[src/rtl/clkdiv_pkg.sv]
package clkdiv_pkg;

    localparam int unsigned DIV_MAX = 4;
    localparam int unsigned CNT_W   = $clog2(DIV_MAX);

    typedef logic [CNT_W-1:0] cnt_t;

    typedef enum logic [1:0] {
        MODE_D1 = 2'd0,
        MODE_D2 = 2'd1,
        MODE_D4 = 2'd2
    } div_mode_e;

    typedef struct packed {
        div_mode_e mode;
        cnt_t      cnt;
    } div_state_t;

    function automatic div_mode_e decode_sel(input logic [1:0] s);
        case (s)
            2'd0:    return MODE_D1;
            2'd1:    return MODE_D2;
            default: return MODE_D4;
        endcase
    endfunction

    function automatic cnt_t last_count(input div_mode_e m);
        case (m)
            MODE_D1: return cnt_t'(0);
            MODE_D2: return cnt_t'(1);
            default: return cnt_t'(DIV_MAX - 1);
        endcase
    endfunction

    function automatic logic high_phase(input div_state_t st);
        case (st.mode)
            MODE_D1: return 1'b1;
            MODE_D2: return (st.cnt == cnt_t'(0));
            default: return (st.cnt < cnt_t'(DIV_MAX / 2));
        endcase
    endfunction

endpackage

[src/rtl/clkdiv_counter.sv]
module clkdiv_counter
    import clkdiv_pkg::*;
(
    input  logic       clk,
    input  logic       rst,
    input  logic [1:0] div_sel,
    input  cnt_t       seed,
    input  logic       div_rst,
    output div_state_t st_q,
    output div_state_t st_d,
    output logic       at_last
);

    div_mode_e sel_mode;

    assign sel_mode = decode_sel(div_sel);
    assign at_last  = (st_q.cnt == last_count(st_q.mode));

    always_comb begin
        st_d = st_q;
        if (rst) begin
            st_d.mode = sel_mode;
            st_d.cnt  = seed & last_count(sel_mode);
        end else if (div_rst) begin
            st_d.mode = sel_mode;
            st_d.cnt  = '0;
        end else if (at_last) begin
            st_d.mode = sel_mode;
            st_d.cnt  = '0;
        end else begin
            st_d.cnt  = cnt_t'(st_q.cnt + 1'b1);
        end
    end

    always_ff @(posedge clk) begin
        st_q <= st_d;
    end

    AST_CNT_IN_RANGE: assert property (@(posedge clk) disable iff (rst)
        st_q.cnt <= last_count(st_q.mode));

    AST_REALIGN_ZERO: assert property (@(posedge clk) disable iff (rst)
        div_rst |=> (st_q.cnt == '0));

    AST_MODE_AT_WRAP: assert property (@(posedge clk) disable iff (rst)
        (!$past(rst) && (st_q.mode != $past(st_q.mode)))
            |-> $past(at_last || div_rst));

endmodule

[src/rtl/clkdiv_outgen.sv]
module clkdiv_outgen
    import clkdiv_pkg::*;
(
    input  logic       clk,
    input  logic       rst,
    input  div_state_t st_q,
    input  div_state_t st_d,
    input  logic       at_last,
    output logic       samp_en,
    output logic       out_clk
);

    logic oclk_q;

    assign samp_en = at_last;
    assign out_clk = oclk_q;

    always_ff @(posedge clk) begin
        oclk_q <= high_phase(st_d);
    end

    AST_DIV1_ALWAYS_EN: assert property (@(posedge clk) disable iff (rst)
        (st_q.mode == MODE_D1) |-> (samp_en && out_clk));

    AST_OCLK_LOW_AT_END: assert property (@(posedge clk) disable iff (rst)
        ((st_q.mode != MODE_D1) && samp_en) |-> !out_clk);

    AST_OCLK_HIGH_AT_START: assert property (@(posedge clk) disable iff (rst)
        ((st_q.mode != MODE_D1) && (st_q.cnt == '0)) |-> out_clk);

endmodule

[src/rtl/clkdiv_phase_sync.sv]
module clkdiv_phase_sync
    import clkdiv_pkg::*;
(
    input  logic             clk,
    input  logic             rst,
    input  logic [1:0]       div_sel,
    input  logic [CNT_W-1:0] seed,
    input  logic             div_rst,
    output logic             samp_en,
    output logic             out_clk
);

    div_state_t st_q;
    div_state_t st_d;
    logic       at_last;

    clkdiv_counter u_counter (
        .clk     (clk),
        .rst     (rst),
        .div_sel (div_sel),
        .seed    (seed),
        .div_rst (div_rst),
        .st_q    (st_q),
        .st_d    (st_d),
        .at_last (at_last)
    );

    clkdiv_outgen u_outgen (
        .clk     (clk),
        .rst     (rst),
        .st_q    (st_q),
        .st_d    (st_d),
        .at_last (at_last),
        .samp_en (samp_en),
        .out_clk (out_clk)
    );

endmodule

[config.mk]
export PLATFORM = sky130hd
export DESIGN_NAME = clkdiv_phase_sync
export DESIGN_NICKNAME = d
export VERILOG_FILES = /design/src/rtl/clkdiv_pkg.sv /design/src/rtl/clkdiv_counter.sv /design/src/rtl/clkdiv_outgen.sv /design/src/rtl/clkdiv_phase_sync.sv
export SDC_FILE = /design/constraint.sdc
export NUM_CORES = 1
export LEC_CHECK = 0
export BUFFER_PORTS_ARGS = -buffer_cell sky130_fd_sc_hd__clkbuf_2
export CAP_MARGIN = 40
export CORE_AREA = 2 2 39 41
export CTS_CLUSTER_DIAMETER = 200
export CTS_CLUSTER_SIZE = 8
export DETAILED_ROUTE_END_ITERATION = 7
export DIE_AREA = 0 0 41 43
export HOLD_SLACK_MARGIN = 0.08
export PLACE_DENSITY_LB_ADDON = 0.05
export SETUP_SLACK_MARGIN = 0.05
export SLEW_MARGIN = 20
export SYNTH_ARGS = -nofsm -noshare
export SYNTH_HDL_FRONTEND = slang
export SYNTH_HIERARCHICAL = 1
export SYNTH_SLANG_ARGS = --single-unit
[constraint.sdc]
create_clock -name clk -period 1.9 [get_ports clk]
set_input_delay 0.095 -clock clk [delete_from_list [all_inputs] [get_ports clk]]
set_output_delay 0.095 -clock clk [all_outputs]
set_load 0.005 [all_outputs]
==> impl_metrics.ini, run 1 <==
[global_route]
antenna_found_initial = 0
grt_pass1_vias = 205
grt.total_usage_pct = 7.53
grt-ovfl-total = 0
grt_max_degree = 5
grt_pass1_wl_um = 869

[timing]
max_freq_mhz = 677
worst_pin_slew_ps = 343
drv_slew = 0
setup_viol = 0
period_minus_slack_ps = 1480
final.period_utilization_pct = 77.8
rsz0062_at_grt = no
skew_ps = 0.195
setup_tns_ps = 0
relSlewSlack_pct = 76.8
hold_viol = 0

[cts]
numCtsBuffers = 3
cts_root_buf = clkbuf_4
cts_max_path_buffers = 2
cts_setup_buffers = 0
clkSinkCount = 5
htree_levels = 1
cts_tree = done
clk_pin_slew_ps = 40
insertion_delay_ps = 240

[setup_path]
cp-start-kind = register
crit_slowest_cell = dfxtp_1
crit_path_end_kind = register
worstPathMaxFanout = 4
r2r_end = u_outgen/out_clk
worstPathCellList = xor2_1, o311a_4, mux2_4, nor2b_1, o22ai_1
cp.arrival_ps = 1600
r2r-start = u_counter/st_q[0]
regToRegSetupSlack_ps = 420
path_class = reg -> reg
critPathLaunch = u_counter/st_q[0]
cp.required_ps = 2020
ff2ff_path_depth = 5
critPathMaxStageDelay_ps = 400

[placed_design]
place_inst = 43
place_congestion = 0.652
numPortBuffers = 8
placed_area_um2 = 292

[pwr]
power_leakage_nw = 0.147
power.density_nw_per_um2 = 923
finalPower_w = 0.000303
peakVddDrop_v = 0.000346

[yosys]
synthXorXnorAreaFrac_pct = 7.33
ys_seq_elements = 5
synthMuxAreaShare_pct = 12.6
synthDistinctLibCells = 13
synth_compound_area_share_pct = 26.2
yosysTopAreaCellShare_pct = 41.9
synthSimpleGateAreaFrac_pct = 8.90
synth_fa_ha_area_share_pct = 0
postSynthNetCount = 27
postSynthCellCount = 20
synth_top_family_by_area = compound AO/OA/AOI/OAI gates
synth_top_area_cell = dfxtp_1
synth_area_leaders = dfxtp_1 42%, mux2_4 13%, o311a_4 8.9%, xor2_1 7.3%, nor2b_1 5.2%
seq_area_frac_synth_pct = 41.9
ys_warn_count = 6
syn_avg_cell_area_um2 = 11.9
synth_area_um2 = 239

[die]
row_count = 14
die_area_um2 = 1760
dieHeight_um = 43
ios = 9
core-area_um2 = 1380
fp.dieW_um = 41
initial_core_util_pct = 17.3

[finish]
layout_common_cells = 8 x clkbuf_2, 5 x dfxtp_1, 3 x clkbuf_4
final_common_cell = clkbuf_2
n_fill_cell = 153
drive_gt1_share_pct = 46.9
nets = 40
seq_area_um2 = 100
syn_to_final_growth_pct = 37.2
fin_cells = 48
finalInstanceArea_um2 = 328
n_antenna_cell = 0
multi_input_area_um2 = 131

[hold_path]
hold_class = in -> reg
min_path_cells = 2
holdPathEnd = u_counter/st_q[0]
min_from = rst

[route]
routed_via_density = 4.19
drc = 0
drt_first_pass_iters = 4
drtIter0Drc = 3
wirelength_um = 478
via_count = 201
wl_per_cell_um = 9.96
ant_nets = 0

[flow_run]
drv_cap = 0

[status]
status = finished, final reports clean
-- power breakdown --
group          internal [W]  switching [W]
Sequential         0.000117      0.0000106
Combinational     0.0000304      0.0000227
Clock             0.0000793      0.0000427
-- sequential cells by signal, summed over array words and instances, names as in the netlist --
signal and cells:
u_counter/st_q 4, u_outgen/out_clk 1
-- critical path: cells and delay by family, from the launching register on --
kind,cells,cell delay (ps)
compound gates,2,420
simple gates,1,110
mux,1,310
flops,1,400
xor+xnor,1,120
-- timing repair --
action / in CTS / in global routing
resized for setup: 0 / 0
hold buffers: 1 / 0
hold endpoints to repair: 1 / 0
-- Yosys cell counts --
cell	number
o311a_4	1
buf_4	1
xor2_1	2
nor2_1	1
mux2_4	2
a32o_2	1
o31ai_1	1
o41ai_1	1
dfxtp_1	5
o211ai_1	1
nor2b_1	2
o22ai_1	1
nand3_1	1
-- per-stage QoR --
step | worst slack [ps] | hold WS, ps | utilization (%)
finish | 422 | 116 | 23.7
global placement | 428 | 351 | 21.1
floorplan | 504 | 210 | -
CTS | 416 | 111 | 23.7
global route | 276 | 129 | 23.7
detailed placement | 432 | 336 | 21.1
-- area by class of cell --
| type | count | share of cell area [%] |
|---|---|---|
| well taps | 16 | 6.11 |
| flip-flops and latches | 5 | 30.5 |
| repair buffers | 9 | 15.3 |
| multi-input cells | 14 | 40.1 |
| clock buffers | 4 | 8.02 |
-- worst max path at each step --
stage	to	slack [ps]	cells past startpoint
detailed placement	u_outgen/out_clk	430	5
global placement	u_outgen/out_clk	430	5
finish	u_outgen/out_clk	420	5
global route	u_outgen/out_clk	280	5
floorplan	u_outgen/out_clk	500	5
CTS	u_outgen/out_clk	420	5
-- logic make-up after synthesis --
kind of cell    after synthesis
simple gates                  4
flops                         5
compound gates                6
xor+xnor                      2
buf+inv                       1
mux                           2
-- metal layers --
layer  part of all wire, %  track usage (%)  wire length, µm
met1                    43             8.68              206
met4                     0                0                0
met3                   4.8             7.85               23
met2                    52             10.3              248
met5                     0                0                0
Power figures use the tool's default switching activity.
==> inputs of run 2 (changes only) <==
==> constraint.sdc (replaced) <==
create_clock -name clk -period 1.4 [get_ports clk]
set_input_delay 0.07 -clock clk [delete_from_list [all_inputs] [get_ports clk]]
set_output_delay 0.07 -clock clk [all_outputs]
set_load 0.005 [all_outputs]
==> run 2 against run 1 <==
- the run now ends with negative setup slack left
- cell count rose by 4.2%
- clock power rose by 34%
- die area did not move
- register-to-register slack got worse by 510 ps
- sequential cell count did not move
- via count rose by 1.0%
- power rose by 43%
- combinational power rose by 79%
- routed wire length rose by 22%
- maximum frequency fell by 0.36%
- final area rose by 10%
- utilization rose by 2.4 points
- largest cell class unchanged
==> impl_metrics.ini, run 2 (synthesis results as in run 1) <==
[status]
status = finished with violations
violations = negative setup slack

[die]
initial_core_util_pct = 17.3
die_area_um2 = 1760
fp.dieW_um = 41
core-area_um2 = 1380
dieHeight_um = 43
row_count = 14
ios = 9

[placed_design]
preCtsSetupSlack_ps = -149
placed_area_um2 = 314
numPortBuffers = 8
place_congestion = 0.630

[route]
drt_first_pass_iters = 1
ant_nets = 0
wl_met1_um = 180
drtIter0Drc = 0
drc = 0
wl_met2_um = 374
wirelength_um = 582
wl_per_cell_um = 11.6
routed.top_layer = met4
met3_length_um = 21
via_count = 203
routed_via_density = 4.06

[timing]
drv_slew = 0
worst_pin_slew_ps = 361
skew_ps = 5.02
fin_ws_ps = -83.2
rsz0062_at_grt = yes
hold_viol = 0
setup_tns_ps = -96.8
hold_ws_ps = 118
setup_viol = 2
relSlewSlack_pct = 75.7
final.period_utilization_pct = 106
period_minus_slack_ps = 1480
max_freq_mhz = 674

[setup_path]
endpoint = u_outgen/out_clk
path_class = reg -> reg
critPathTopFamily = compound AO/OA/AOI/OAI gates
worstPathCellList = xor2_2, o311a_4, mux2_4, nor2b_1, o22ai_1
cp-start-kind = register
critPathMaxStageDelay_ps = 340
regToRegSetupSlack_ps = -80
cp.arrival_ps = 1610
crit_slowest_cell = o311a_4
cp.required_ps = 1520
worstPathMaxFanout = 3
critPathBufInv = 0
r2r-start = u_counter/st_q[2]
path_depth = 5
r2r_end = u_outgen/out_clk
crit_path_end_kind = register
critPathLaunch = u_counter/st_q[2]
ff2ff_path_depth = 5

[hold_path]
hold_class = in -> reg

[global_route]
antenna_found_initial = 0
grt.total_usage_pct = 9.05
grt_pass1_wl_um = 952
grt_pass1_vias = 235
grt-ovfl-total = 0
grt_max_degree = 5

[cts]
cts_root_buf = clkbuf_4
htree_levels = 1
insertion_delay_ps = 240
cts_tree = done
clk_pin_slew_ps = 40
cts_max_path_buffers = 2
clkSinkCount = 5
numCtsBuffers = 3

[finish]
top_register = u_counter/st_q
n_antenna_cell = 0
finalInstanceArea_um2 = 362
syn_to_final_growth_pct = 51.3
nets = 42
drive_gt1_share_pct = 64.7
layout_common_cells = 8 x clkbuf_2, 4 x dfxtp_1, 3 x clkbuf_4, 3 x buf_4
largest_register_ffs = 4
final_common_cell = clkbuf_2

[pwr]
finalPower_w = 0.000433
peakVddDrop_v = 0.000282
power.density_nw_per_um2 = 1200
power_leakage_nw = 0.164

[flow_run]
drv_cap = 0
run 2: changes by cell type in the layout (fill, tap and decap cells not counted), sizes merged:
cell         before  now
dlygate4sd3       1    0
buf               0    3
run 2: cell type report:
type | instances | area, µm²
fill | 155 | 1020
sequential | 5 | 101
tap | 16 | 20.0
timing repair buffer | 11 | 62.6
clock buffer | 4 | 26.3
multi-input combinational | 14 | 151
run 2: repair_timing:
item,4_1_cts,5_1_grt
buffers inserted,0,0
gates cloned,0,0
setup endpoints to repair,2,2
gates resized for setup,3,1
hold buffers,0,0
run 2: worst min-delay path by stage:
stage                                    to     from  slack, ps  cells past startpoint
after floorplan           u_counter/st_q[0]      rst        180                      1
after global placement    u_counter/st_q[1]  seed[1]        360                      2
after detailed placement  u_counter/st_q[1]  seed[1]        360                      2
after CTS                 u_counter/st_q[1]  seed[1]        120                      2
after global routing      u_counter/st_q[1]  seed[1]        130                      2
final                     u_counter/st_q[1]  seed[1]        120                      2
run 2: stage by stage:
step | util [%] | std cells
6_report | 26.1 | 50
2_1_floorplan | - | 20
3_5_place_dp | 22.7 | 46
3_3_place_gp | 22.7 | 46
5_1_grt | 26.1 | 50
4_1_cts | 25.8 | 50
run 2: where the power goes:
| part | switching [W] | leakage [nW] | total, W | internal, W |
|---|---|---|---|---|
| Clock | 0.0000555 | 0.0150 | 0.000163 | 0.000108 |
| Combinational | 0.0000393 | 0.107 | 0.0000952 | 0.0000558 |
| Sequential | 0.0000159 | 0.0420 | 0.000175 | 0.000159 |
| Total | 0.000111 | 0.164 | 0.000433 | 0.000323 |
run 2: layer usage:
metal | up-vias | track usage, %
met2 | 2 | 16.6
met4 | 0 | 8.00
met5 | - | 0
met1 | 95 | 6.13
li1 | 104 | -
met3 | 2 | 3.14
